File: config.mk
export PLATFORM = sky130hd
export DESIGN_NAME = spi_dual_fifo
export DESIGN_NICKNAME = d
export VERILOG_FILES = /design/src/rtl/spi_dual_fifo.sv
export SDC_FILE = /design/constraint.sdc
export NUM_CORES = 1
export LEC_CHECK = 0
export BUFFER_PORTS_ARGS = -buffer_cell sky130_fd_sc_hd__buf_2
export CORE_MARGIN = 5
export CORE_UTILIZATION = 55
export DETAILED_ROUTE_END_ITERATION = 10
export PLACE_DENSITY = 0.84
export SKIP_LAST_GASP = 1
export SYNTH_ARGS = -nofsm -noshare
export SYNTH_HDL_FRONTEND = slang
export SYNTH_SLANG_ARGS = --single-unit
File: constraint.sdc
create_clock -name clk -period 5.4 [get_ports clk]
set_input_delay 0.54 -clock clk [delete_from_list [all_inputs] [get_ports clk]]
set_output_delay 0.54 -clock clk [all_outputs]
set_load 0.05 [all_outputs]
File: src/rtl/spi_dual_fifo.sv
module spi_dual_fifo #(
  parameter int DEPTH = 64
) (
  input  logic        clk,
  input  logic        rst_n,
  input  logic        tx_wr,
  input  logic [7:0]  tx_wdata,
  input  logic        rx_rd,
  output logic [7:0]  rx_rdata,
  input  logic        ctl_wr,
  input  logic [31:0] ctl_wdata,
  output logic [31:0] ctl_q,
  input  logic        ien_wr,
  input  logic [31:0] ien_wdata,
  output logic [31:0] ien_q,
  input  logic        sts_wr,
  input  logic [31:0] sts_wdata,
  output logic [31:0] sts_q,
  output logic [31:0] occ_q,
  input  logic        xfer_done,
  input  logic        eng_tx_pop,
  output logic [7:0]  eng_tx_data,
  output logic        eng_tx_valid,
  input  logic        eng_rx_push,
  input  logic [7:0]  eng_rx_data,
  output logic        irq
);
  localparam int AW = $clog2(DEPTH);
  localparam int CW = AW + 1;
  localparam logic [CW-1:0] FULL = CW'(DEPTH);

  logic [7:0]    tx_mem [DEPTH];
  logic [7:0]    rx_mem [DEPTH];
  logic [AW-1:0] tx_wp, tx_rp, rx_wp, rx_rp;
  logic [CW-1:0] tx_cnt, rx_cnt;
  logic [7:0]    rx_lvl, tx_lvl;
  logic          rx_flush, tx_flush;
  logic [3:0]    sts, en, clr;

  wire tx_clr  = ctl_wr & ctl_wdata[31];
  wire rx_clr  = ctl_wr & ctl_wdata[15];
  wire tx_full = tx_cnt == FULL;
  wire rx_full = rx_cnt == FULL;
  wire tx_push = tx_wr & ~tx_full;
  wire tx_pop  = eng_tx_pop & (tx_cnt != '0);
  wire rx_push = eng_rx_push & ~rx_full;
  wire rx_pop  = rx_rd & (rx_cnt != '0);

  always_ff @(posedge clk) begin
    if (!rst_n) begin
      tx_wp <= '0; tx_rp <= '0; tx_cnt <= '0;
    end else if (tx_clr) begin
      tx_wp <= '0; tx_rp <= '0; tx_cnt <= '0;
    end else begin
      if (tx_push) tx_wp <= tx_wp + 1'b1;
      if (tx_pop)  tx_rp <= tx_rp + 1'b1;
      tx_cnt <= tx_cnt + CW'(tx_push) - CW'(tx_pop);
    end
  end

  always_ff @(posedge clk) begin
    if (!rst_n) begin
      rx_wp <= '0; rx_rp <= '0; rx_cnt <= '0;
    end else if (rx_clr) begin
      rx_wp <= '0; rx_rp <= '0; rx_cnt <= '0;
    end else begin
      if (rx_push) rx_wp <= rx_wp + 1'b1;
      if (rx_pop)  rx_rp <= rx_rp + 1'b1;
      rx_cnt <= rx_cnt + CW'(rx_push) - CW'(rx_pop);
    end
  end

  always_ff @(posedge clk) begin
    if (tx_push) tx_mem[tx_wp] <= tx_wdata;
    if (rx_push) rx_mem[rx_wp] <= eng_rx_data;
  end

  assign eng_tx_data  = tx_mem[tx_rp];
  assign eng_tx_valid = tx_cnt != '0;
  assign rx_rdata     = rx_mem[rx_rp];

  always_ff @(posedge clk) begin
    if (!rst_n) begin
      rx_lvl <= '0; tx_lvl <= '0; rx_flush <= 1'b0; tx_flush <= 1'b0; en <= '0;
    end else begin
      rx_flush <= rx_clr;
      tx_flush <= tx_clr;
      if (ctl_wr) begin
        rx_lvl <= ctl_wdata[7:0];
        tx_lvl <= ctl_wdata[23:16];
      end
      if (ien_wr) en <= {ien_wdata[12], ien_wdata[8], ien_wdata[4], ien_wdata[0]};
    end
  end

  assign clr = sts_wr ? {sts_wdata[12], sts_wdata[8], sts_wdata[4], sts_wdata[0]} : 4'b0;

  always_ff @(posedge clk) begin
    if (!rst_n) sts <= '0;
    else begin
      sts[0] <= clr[0] ? 1'b0 : sts[0] | (9'(rx_cnt) >= 9'(rx_lvl));
      sts[1] <= clr[1] ? 1'b0 : sts[1] | (9'(tx_cnt) <= 9'(tx_lvl));
      sts[2] <= (sts[2] & ~clr[2]) | (eng_rx_push & rx_full);
      sts[3] <= (sts[3] & ~clr[3]) | xfer_done;
    end
  end

  always_comb begin
    sts_q = '0;
    ien_q = '0;
    {sts_q[12], sts_q[8], sts_q[4], sts_q[0]} = sts;
    {ien_q[12], ien_q[8], ien_q[4], ien_q[0]} = en;
  end

  assign ctl_q = {tx_flush, 7'b0, tx_lvl, rx_flush, 7'b0, rx_lvl};
  assign occ_q = {8'b0, 8'(tx_cnt), 8'b0, 8'(rx_cnt)};
  assign irq   = |(sts & en);
endmodule

After elaboration in Yosys (flattened, before gate mapping)
Memories as Yosys holds them, arrays and structs flattened. A register that Yosys moved wholly into a read port is not among the register bits.
Cells that the tools add are included.
- register bits: 64
- latch bits: 0
- memory bits (writable): 1024
- ROM bits: 0
- bits of input ports: 122
- output and inout bits: 146
- word-level logic and storage cells: 63
- memories kept: 2
- memory list (memory ; depth ; width ; read ports ; clocked after memory_dff ; write ports ; RTL line ; source):
    rx_mem ; 64 ; 8 ; 1 ; 1 ; 1 ; 33 ; logic [7:0] rx_mem [DEPTH];
    tx_mem ; 64 ; 8 ; 1 ; 1 ; 1 ; 32 ; logic [7:0] tx_mem [DEPTH];
- $add $sub $neg: 8
- multipliers: 0
- divide/modulo/power cells: 0
- magnitude comparators: 2
- eq/ne operators: 2
- shift-type cells: 0
- multiplexer cells: 9
- bitwise logic cells: 19
- reduce and logical (&&, ||, !) cells: 7
- operators by type and width (operator ; number):
    $add 6x1->6 const B ; 4
    $mux 6 ; 4
    $add 7x1->7 ; 2
    $eq 7x7->1 const B ; 2
    $reduce_bool 7->1 ; 2
    $sub 7x1->7 ; 2
    $and 1x1->1 ; 9
    $ge 7x8->1 ; 1
    $le 7x8->1 ; 1
    $reduce_or 2->1 ; 4
    $not 1->1 ; 5
    $and 4x4->4 ; 1
    $mux 1 ; 4
    $mux 4 ; 1
    $or 1x1->1 ; 4
    $reduce_or 4->1 ; 1

Longest topological paths before layout
Gate-level depths: netlist of run 1.
- word-level depth: 5
- mapped depth: 17
- mapped depth without buffers: 16

Worst setup path before layout of run 1
No wires, ideal clock.
- path type: reg2reg
- start point: reg tx_cnt[2]
- end point: reg tx_cnt[6]
- library setup time: 0.128 ns
- arrival: 3.662 ns
- required time: 5.272 ns
- path slack: 1.610 ns
- cell stages (with the launch flop): 18
- path buffers: 1
- clock period less this slack: 3.790 ns
- cell sequence: dfxtp_1 > inv_1 > ha_1 > nor4bb_1 > nand2b_1 > and2_1 > clkbuf_1 > ha_1 > inv_1 > ha_1 > inv_1 > fa_1 > nand2b_1 > a21oi_1 > o21ai_0 > a21oi_1 > or3_1 > a21oi_1
- elaborated cells between the ends (all ways): 7
- those cells by class: 2 x add/sub; 1 x eq/ne; 3 x bitwise; 1 x reduce/logical
- RTL lines (what ; RTL line ; source):
    from (decl) ; 35 ; logic [CW-1:0] tx_cnt, rx_cnt;
    from (signal assigned) ; 57 ; tx_cnt <= tx_cnt + CW'(tx_push) - CW'(tx_pop);
    $reduce_bool 7->1 ; - ;
    via eng_tx_valid ; 23 ; output logic eng_tx_valid,
    $and 1x1->1 ; 45 ; wire tx_pop = eng_tx_pop & (tx_cnt != '0);
    $sub 7x1->7 ; 57 ;
The timed path passes the listed nets, and every way through them passes these cells.
A chain may end at the register's enable or synchronous reset.

==> flow_summary_export.csv, run 1 <==
group,metric,value,unit
status,run_status,"complete, no violations",
drt,wire_per_inst,27.99,um
yosys,yosysWarnings,0,
global_routing,grt_max_degree,65,
timing,finalCritPeriodShare,83.58,%
pwr,power_leakage,15.28,nW
pwr,ir_drop,0.3648,mV
clock_tree,clock_sinks,1100,
yosys,synthTopCellsByCount,"edfxtp_1, mux4_2, nor2_1",
timing,finalSetupViolations,0,
placed_design,dpl_cell_area,45080,um2
finish,final_area,48530,um2
clock_tree,cts_buffer_depth,3,
finish,nets,2608,
finish,seqCellArea,32290,um2
global_routing,groute.usage.overall,23.09,%
clock_tree,clkTransAtPathRegs,60,ps
global_routing,antenna_found_initial,0,
timing,hold_viol,0,
drt,ant_nets,0,
floorplan,die-width,292.7,um
timing,fin_setup_tns,0,ps
worst_setup_path,slowest_delay,870,ps
worst_setup_path,start_kind,"flip-flop",
finish,drive_gt1_share,21.46,%
global_routing,grt_pass1_wl,150.2,mm
worst_setup_path,cp_common_cell,"nor2b_1",
yosys,synth.top_cell.area_share,69.96,%
yosys,ys_ff_latch,1100,
worst_setup_path,cp_slowest_cell,"dfxtp_2",
floorplan,start_util,55.54,%
yosys,synth_most_common_cell,"edfxtp_1",
worst_setup_path,end_kind,"output port",
drt,drc,0,
floorplan,core,79130,um2
worst_setup_path,cp_max_fo,32,
yosys,yosys.area.top_type,"edfxtp_1",
worst_setup_path,cp.required,4860,ps
yosys,ys.flop_type,"edfxtp_1",
yosys,synth.distinct_cells,57,
hold_path,hold_class,"primary input to flip-flop",
global_routing,grt-ovfl-total,0,
timing,report.final.slew_viol_count,0,
yosys,synth_cells,2339,
clock_tree,clk_latency,690,ps
drt,dr.pass1.iters,6,
yosys,async_reset_ff_share,0,%
pwr,power_density,413.8,nW/um2
clock_tree,cts_buffers,104,
clock_tree,htreeDepth,3,
run,drv_cap,0,
drt,drt-initial-drc-count,3374,
timing,period_needed,4513,ps
timing,maxSlewHeadroom,11.28,%
worst_setup_path,crit_arrival,3970,ps
worst_setup_path,cp_cell_sequence,"nor2b_1 -> nor2b_1 -> a22oi_1 -> o211ai_1 -> a31oi_1 -> a211o_1 -> buf_2",
finish,fill_cells,5159,
finish,syn_to_final_growth,10.41,%
clock_tree,postCtsSetupBuffers,0,
drt,vias,23080,
yosys,synth_edf_count,1024,
yosys,ys_seq_area_share,73.43,%
floorplan,row_count,103,
clock_tree,cts-resized-gates,0,
clock_tree,cts_tree,"yes",
finish,multi_input_area,10600,um2
worst_setup_path,crit_type,"flip-flop to output port",
timing,hold_ws,67.32,ps
yosys,postSynthAreaPerCell,18.79,um2
placed_design,gp_congestion,0.8252,
timing,worst_slew_pin_slew,1331,ps
clock_tree,hold_buffers,0,
yosys,synth_area,43950,um2
placed_design,portBuffers,109,
drt,viasPerCell,6.437,
clock_tree,root_buffer,"clkbuf_16",
pwr,total_power,20.08,mW
timing,finClkSkew,59.39,ps
placed_design,place_hpwl,58.38,mm
global_routing,grt_pass1_vias,23750,
floorplan,io_pins,268,
floorplan,die_height,292.7,um
timing,rsz0062_at_grt,"false",
timing,clock.fmax,221.6,MHz
finish,final_util,61.33,%
floorplan,die-area,85660,um2
yosys,ys_top_cells_by_area,"edfxtp_1, mux4_2, dfxtp_1, buf_4, nor2_1",
drt,wirelength,100.4,mm
==> sequential cells by signal (all words and copies together) (netlist names), 4 cells and up, named ones only <==
register / count
en: 4
rx_cnt: 7
rx_lvl: 8
rx_mem: 512
rx_rp: 6
rx_wp: 6
sts: 4
tx_cnt: 7
tx_lvl: 8
tx_mem: 512
tx_rp: 6
tx_wp: 6
==> layout by cell type (no fill, tap or decap), types with 26 or more instances in the layout <==
cell | netlist | routed
edfxtp_1 | 1024 | 1024
mux4_2 | 236 | 236
nor2_1 | 187 | 187
buf_2 | 30 | 109
clkbuf_16 | 0 | 105
conb_1 | 1 | 88
dfxtp_1 | 76 | 70
mux2i_1 | 60 | 60
nand2_1 | 52 | 52
nor2b_1 | 50 | 50
inv_1 | 36 | 36
a21oi_1 | 36 | 36
o22ai_1 | 36 | 36
ha_1 | 36 | 36
o21ai_0 | 32 | 32
nand3_1 | 29 | 29
clkbuf_1 | 52 | 26
==> per-stage QoR <==
stage | setup slack [ps] | instances
after detailed placement | 1758 | 3392
after floorplan | 1610 | 2426
after global placement | 1784 | 3392
final | 886.5 | 3586
after CTS | 1005 | 3585
after global routing | 746.9 | 3585
==> layer usage <==
layer	routed length [um]	track usage, %
met5	0	0
met4	4379	9.340
met3	10170	4.944
met2	50780	38.67
met1	35020	29.95
==> worst max-delay path: cells and delay by family (launching register included) <==
family,cells,cell delay [ps]
DFF,1,870
buffers and inverters,1,230
and+or+nand+nor,2,1250
AOI/OAI and AO/OA,4,940
==> final cells by class <==
class                   count  share of cell area (%)
clock inverters            56                   1.315
diodes                      1                0.005157
multi-input cells        1082                   21.84
well taps                1050                   2.707
flip-flops and latches   1100                   66.54
inverters                  36                  0.2785
clock buffers             137                   5.786
repair buffers            124                   1.537
==> report_power, final <==
part / switching [mW] / internal, mW / total, mW / leakage (nW)
Clock: 3.20 / 4.13 / 7.33 / 1.68
Sequential: 0.236 / 9.43 / 9.66 / 9.84
Combinational: 1.81 / 1.28 / 3.09 / 3.77
==> kinds of logic after synthesis <==
group / share of synthesized area [%]
DFF: 73.42
and+or+nand+nor: 4.401
muxes: 14.06
buffers and inverters: 3.208
AOI/OAI and AO/OA: 3.265
adders and majority gates: 1.116
xor gates and xnor gates: 0.5181
other: 0.008532
==> path summary, 6_finish.rpt <==
| check | depth (start not counted) | from | to | slack (ps) |
|---|---|---|---|---|
| max | 7 | flip-flop | eng_tx_data[6] | 890 |
| min | 2 | sts_wdata[0] | sts[0] | 70 |
| min reg2reg | 2 | rx_rp[5] | rx_rp[5] | 500 |
| max reg2reg | 9 | rx_cnt[4] | rx_mem[62][6] | 1690 |
Note: power is estimated with default switching activity, not from simulation.
==> run 2: changes to the inputs <==
--- a/config.mk
+++ b/config.mk
@@ -9,7 +9,7 @@
 export CORE_MARGIN = 5
 export CORE_UTILIZATION = 55
 export DETAILED_ROUTE_END_ITERATION = 10
-export PLACE_DENSITY = 0.84
+export PLACE_DENSITY = 0.87
 export SKIP_LAST_GASP = 1
 export SYNTH_ARGS = -nofsm -noshare
 export SYNTH_HDL_FRONTEND = slang
==> constraint.sdc (replaced) <==
create_clock -name clk -period 3.85 [get_ports clk]
set_input_delay 0.385 -clock clk [delete_from_list [all_inputs] [get_ports clk]]
set_output_delay 0.385 -clock clk [all_outputs]
set_load 0.05 [all_outputs]
==> run 2 against run 1 <==
  * Combinational power up 51%
  * Cell count increased by 2.7%
  * Clock-buffer cell count shrank 9
  * Clock power rose by 41%
  * Clock skew fell by 14 ps
  * Sequential cell count stayed put
  * Core utilization is 1.1 points higher
  * Global-route usage grew 0.74 points
  * Die area stayed put
  * First-iteration DRC count is 7.1% higher
  * Non-clock buffer count up 96
  * Critical path depth shrank 1
  * Largest cell class unchanged
  * Highest routed layer unchanged
==> flow_summary_export.csv, run 2 (synthesis gave the netlist of run 1 again) <==
group,metric,value,unit
status,run_status,"complete, no violations",
global_routing,grt_pass1_vias,24140,
placed_design,gp_congestion,0.8706,
drt,wire_per_inst,28.24,um
run,drv_cap,0,
worst_setup_path,cp.required,3460,ps
pwr,internal_power,20.93,mW
finish,final_area,49380,um2
worst_setup_path,reg2reg_to,"rx_cnt[6]",
timing,period_needed,3843,ps
pwr,p_sw_share,26.27,%
timing,report.final.slew_viol_count,0,
finish,syn_to_final_growth,12.36,%
pwr,clockPowerShare,36.2,%
timing,finClkSkew,45.18,ps
worst_setup_path,worst-path-stages,6,
finish,nets,2704,
global_routing,grt-ovfl-total,0,
clock_tree,cts_buffers,104,
worst_setup_path,cp-endpoint,"eng_tx_data[5]",
drt,drt-initial-drc-count,3612,
floorplan,die-area,85660,um2
placed_design,portBuffers,109,
floorplan,row_count,103,
timing,maxSlewHeadroom,8.449,%
pwr,p_sw,7.456,mW
finish,final_common_cell,"edfxtp_1",
floorplan,start_util,55.54,%
worst_setup_path,cp_max_fo,17,
pwr,ir_drop,0.4771,mV
worst_setup_path,crit_type,"flip-flop to output port",
floorplan,die-width,292.7,um
worst_setup_path,crit_arrival,3460,ps
clock_tree,htreeDepth,3,
timing,finalSetupViolations,0,
hold_path,hold_class,"primary input to flip-flop",
global_routing,grt_pass1_wl,154.7,mm
worst_setup_path,slowest_delay,860,ps
worst_setup_path,path_buf_inv,2,
finish,top_regs,"rx_mem (512), tx_mem (512)",
timing,finalCritPeriodShare,99.81,%
floorplan,core,79130,um2
drt,vias,23830,
clock_tree,root_buffer,"clkbuf_16",
worst_setup_path,r2r_start,"rx_cnt[4]",
clock_tree,cts_buffer_depth,3,
clock_tree,clkTransAtPathRegs,60,ps
drt,drc,0,
clock_tree,cts_tree,"yes",
finish,drive_gt1_share,23.39,%
drt,viasPerCell,6.469,
worst_setup_path,start_kind,"flip-flop",
timing,worst_slew_pin_slew,1373,ps
drt,wirelength,104.0,mm
drt,ant_nets,0,
drt,dr.pass1.iters,8,
timing,clock.fmax,260.2,MHz
global_routing,grt_max_degree,65,
pwr,power_leakage,15.78,nW
floorplan,die_height,292.7,um
timing,hold_viol,0,
timing,rsz0062_at_grt,"false",
pwr,p_comb_share,16.5,%
worst_setup_path,rrSetupSlack,260,ps
worst_setup_path,end_kind,"output port",
pwr,power_density,574.8,nW/um2
finish,final_cell_mix,"edfxtp_1, mux4_2, nor2_1, buf_2, clkbuf_16",
global_routing,antenna_found_initial,1,
finish,diodes,0,
worst_setup_path,cp_cell_sequence,"buf_4 -> or2_2 -> o22ai_1 -> o31ai_1 -> a211o_1 -> buf_2",
global_routing,groute.usage.overall,23.83,%
placed_design,place_hpwl,60.28,mm
clock_tree,clock_sinks,1100,
clock_tree,clk_latency,670,ps
worst_setup_path,path_delay_family,"compound AO/OA/AOI/OAI gates",
pwr,p_seq_share,47.4,%
worst_setup_path,reg2regPathDepth,16,
worst_setup_path,cp_slowest_cell,"dfxtp_1",
placed_design,dpl_cell_area,45580,um2
floorplan,io_pins,268,
timing,fin_setup_tns,0,ps
## run 2: layout make-up
type	count	area, um2
clock buffer	128	2713
clock inverter	68	735.7
fill	5087	29750
inverter	36	135.1
multi-input combinational	1082	10620
sequential	1100	32290
tap	1050	1314
timing repair buffer	220	1577
## run 2: power by group through the flow
stage                     sequential [mW]  combinational [mW]  clock, mW
after floorplan                      13.8                3.25          0
after global placement               13.7                4.31          0
after detailed placement             13.8                4.45          0
after CTS                            13.5                4.63       10.4
after global routing                 13.5                4.97       10.9
final                                13.5                4.67       10.3
## run 2: worst min path at each step
| stage | start | end | depth (start not counted) |
|---|---|---|---|
| final | sts_wr | sts[1] | 4 |
| after global routing | sts_wr | sts[1] | 4 |
| after CTS | sts_wr | sts[1] | 4 |
| after detailed placement | sts[3] | sts[3] | 2 |
| after global placement | sts[3] | sts[3] | 2 |
| after floorplan | rx_rp[5] | flip-flop | 2 |
## run 2: worst register-to-register path: stages (launching register included)
cell and delay, ps:
dfxtp_1 400, inv_1 110, ha_1 200, and4bb_2 250, nand2_1 60, and2_1 350, inv_1 130, ha_1 290
inv_1 40, ha_1 200, fa_1 450, a21oi_1 180, o21bai_1 120, a21oi_1 180, nor2_1 70, or3_1 350
a21oi_1 140
## run 2: timing repair
item,CTS,global route
resized for setup,5,4
buffers inserted,2,1
hold buffers,25,0
endpoints found under the setup margin,16,11
endpoints found under the hold margin,24,0
## run 2: through the flow
stage | hold slack [ps] | setup WS, ps | instances | util [%] | total power, mW
4_1_cts | 5.008 | 13.54 | 3683 | 62.35 | 28.47
6_report | 49.12 | 7.329 | 3684 | 62.41 | 28.38
3_3_place_gp | 510.6 | 406.4 | 3460 | 57.60 | 18.05
3_5_place_dp | 537.5 | 300.9 | 3460 | 57.60 | 18.22
5_1_grt | 29.20 | 3.947 | 3684 | 62.41 | 29.37
2_1_floorplan | 459.1 | 60.13 | 2426 | - | 17.08
## run 2: routing by layer
| metal | GRT usage (%) | up-vias | wire length, um |
|---|---|---|---|
| met2 | 39.91 | 1905 | 52150 |
| met4 | 9.905 | 0 | 5198 |
| li1 | - | 9588 | - |
| met1 | 31.08 | 11970 | 35490 |
| met5 | 0 | - | 0 |
| met3 | 4.701 | 373 | 11190 |
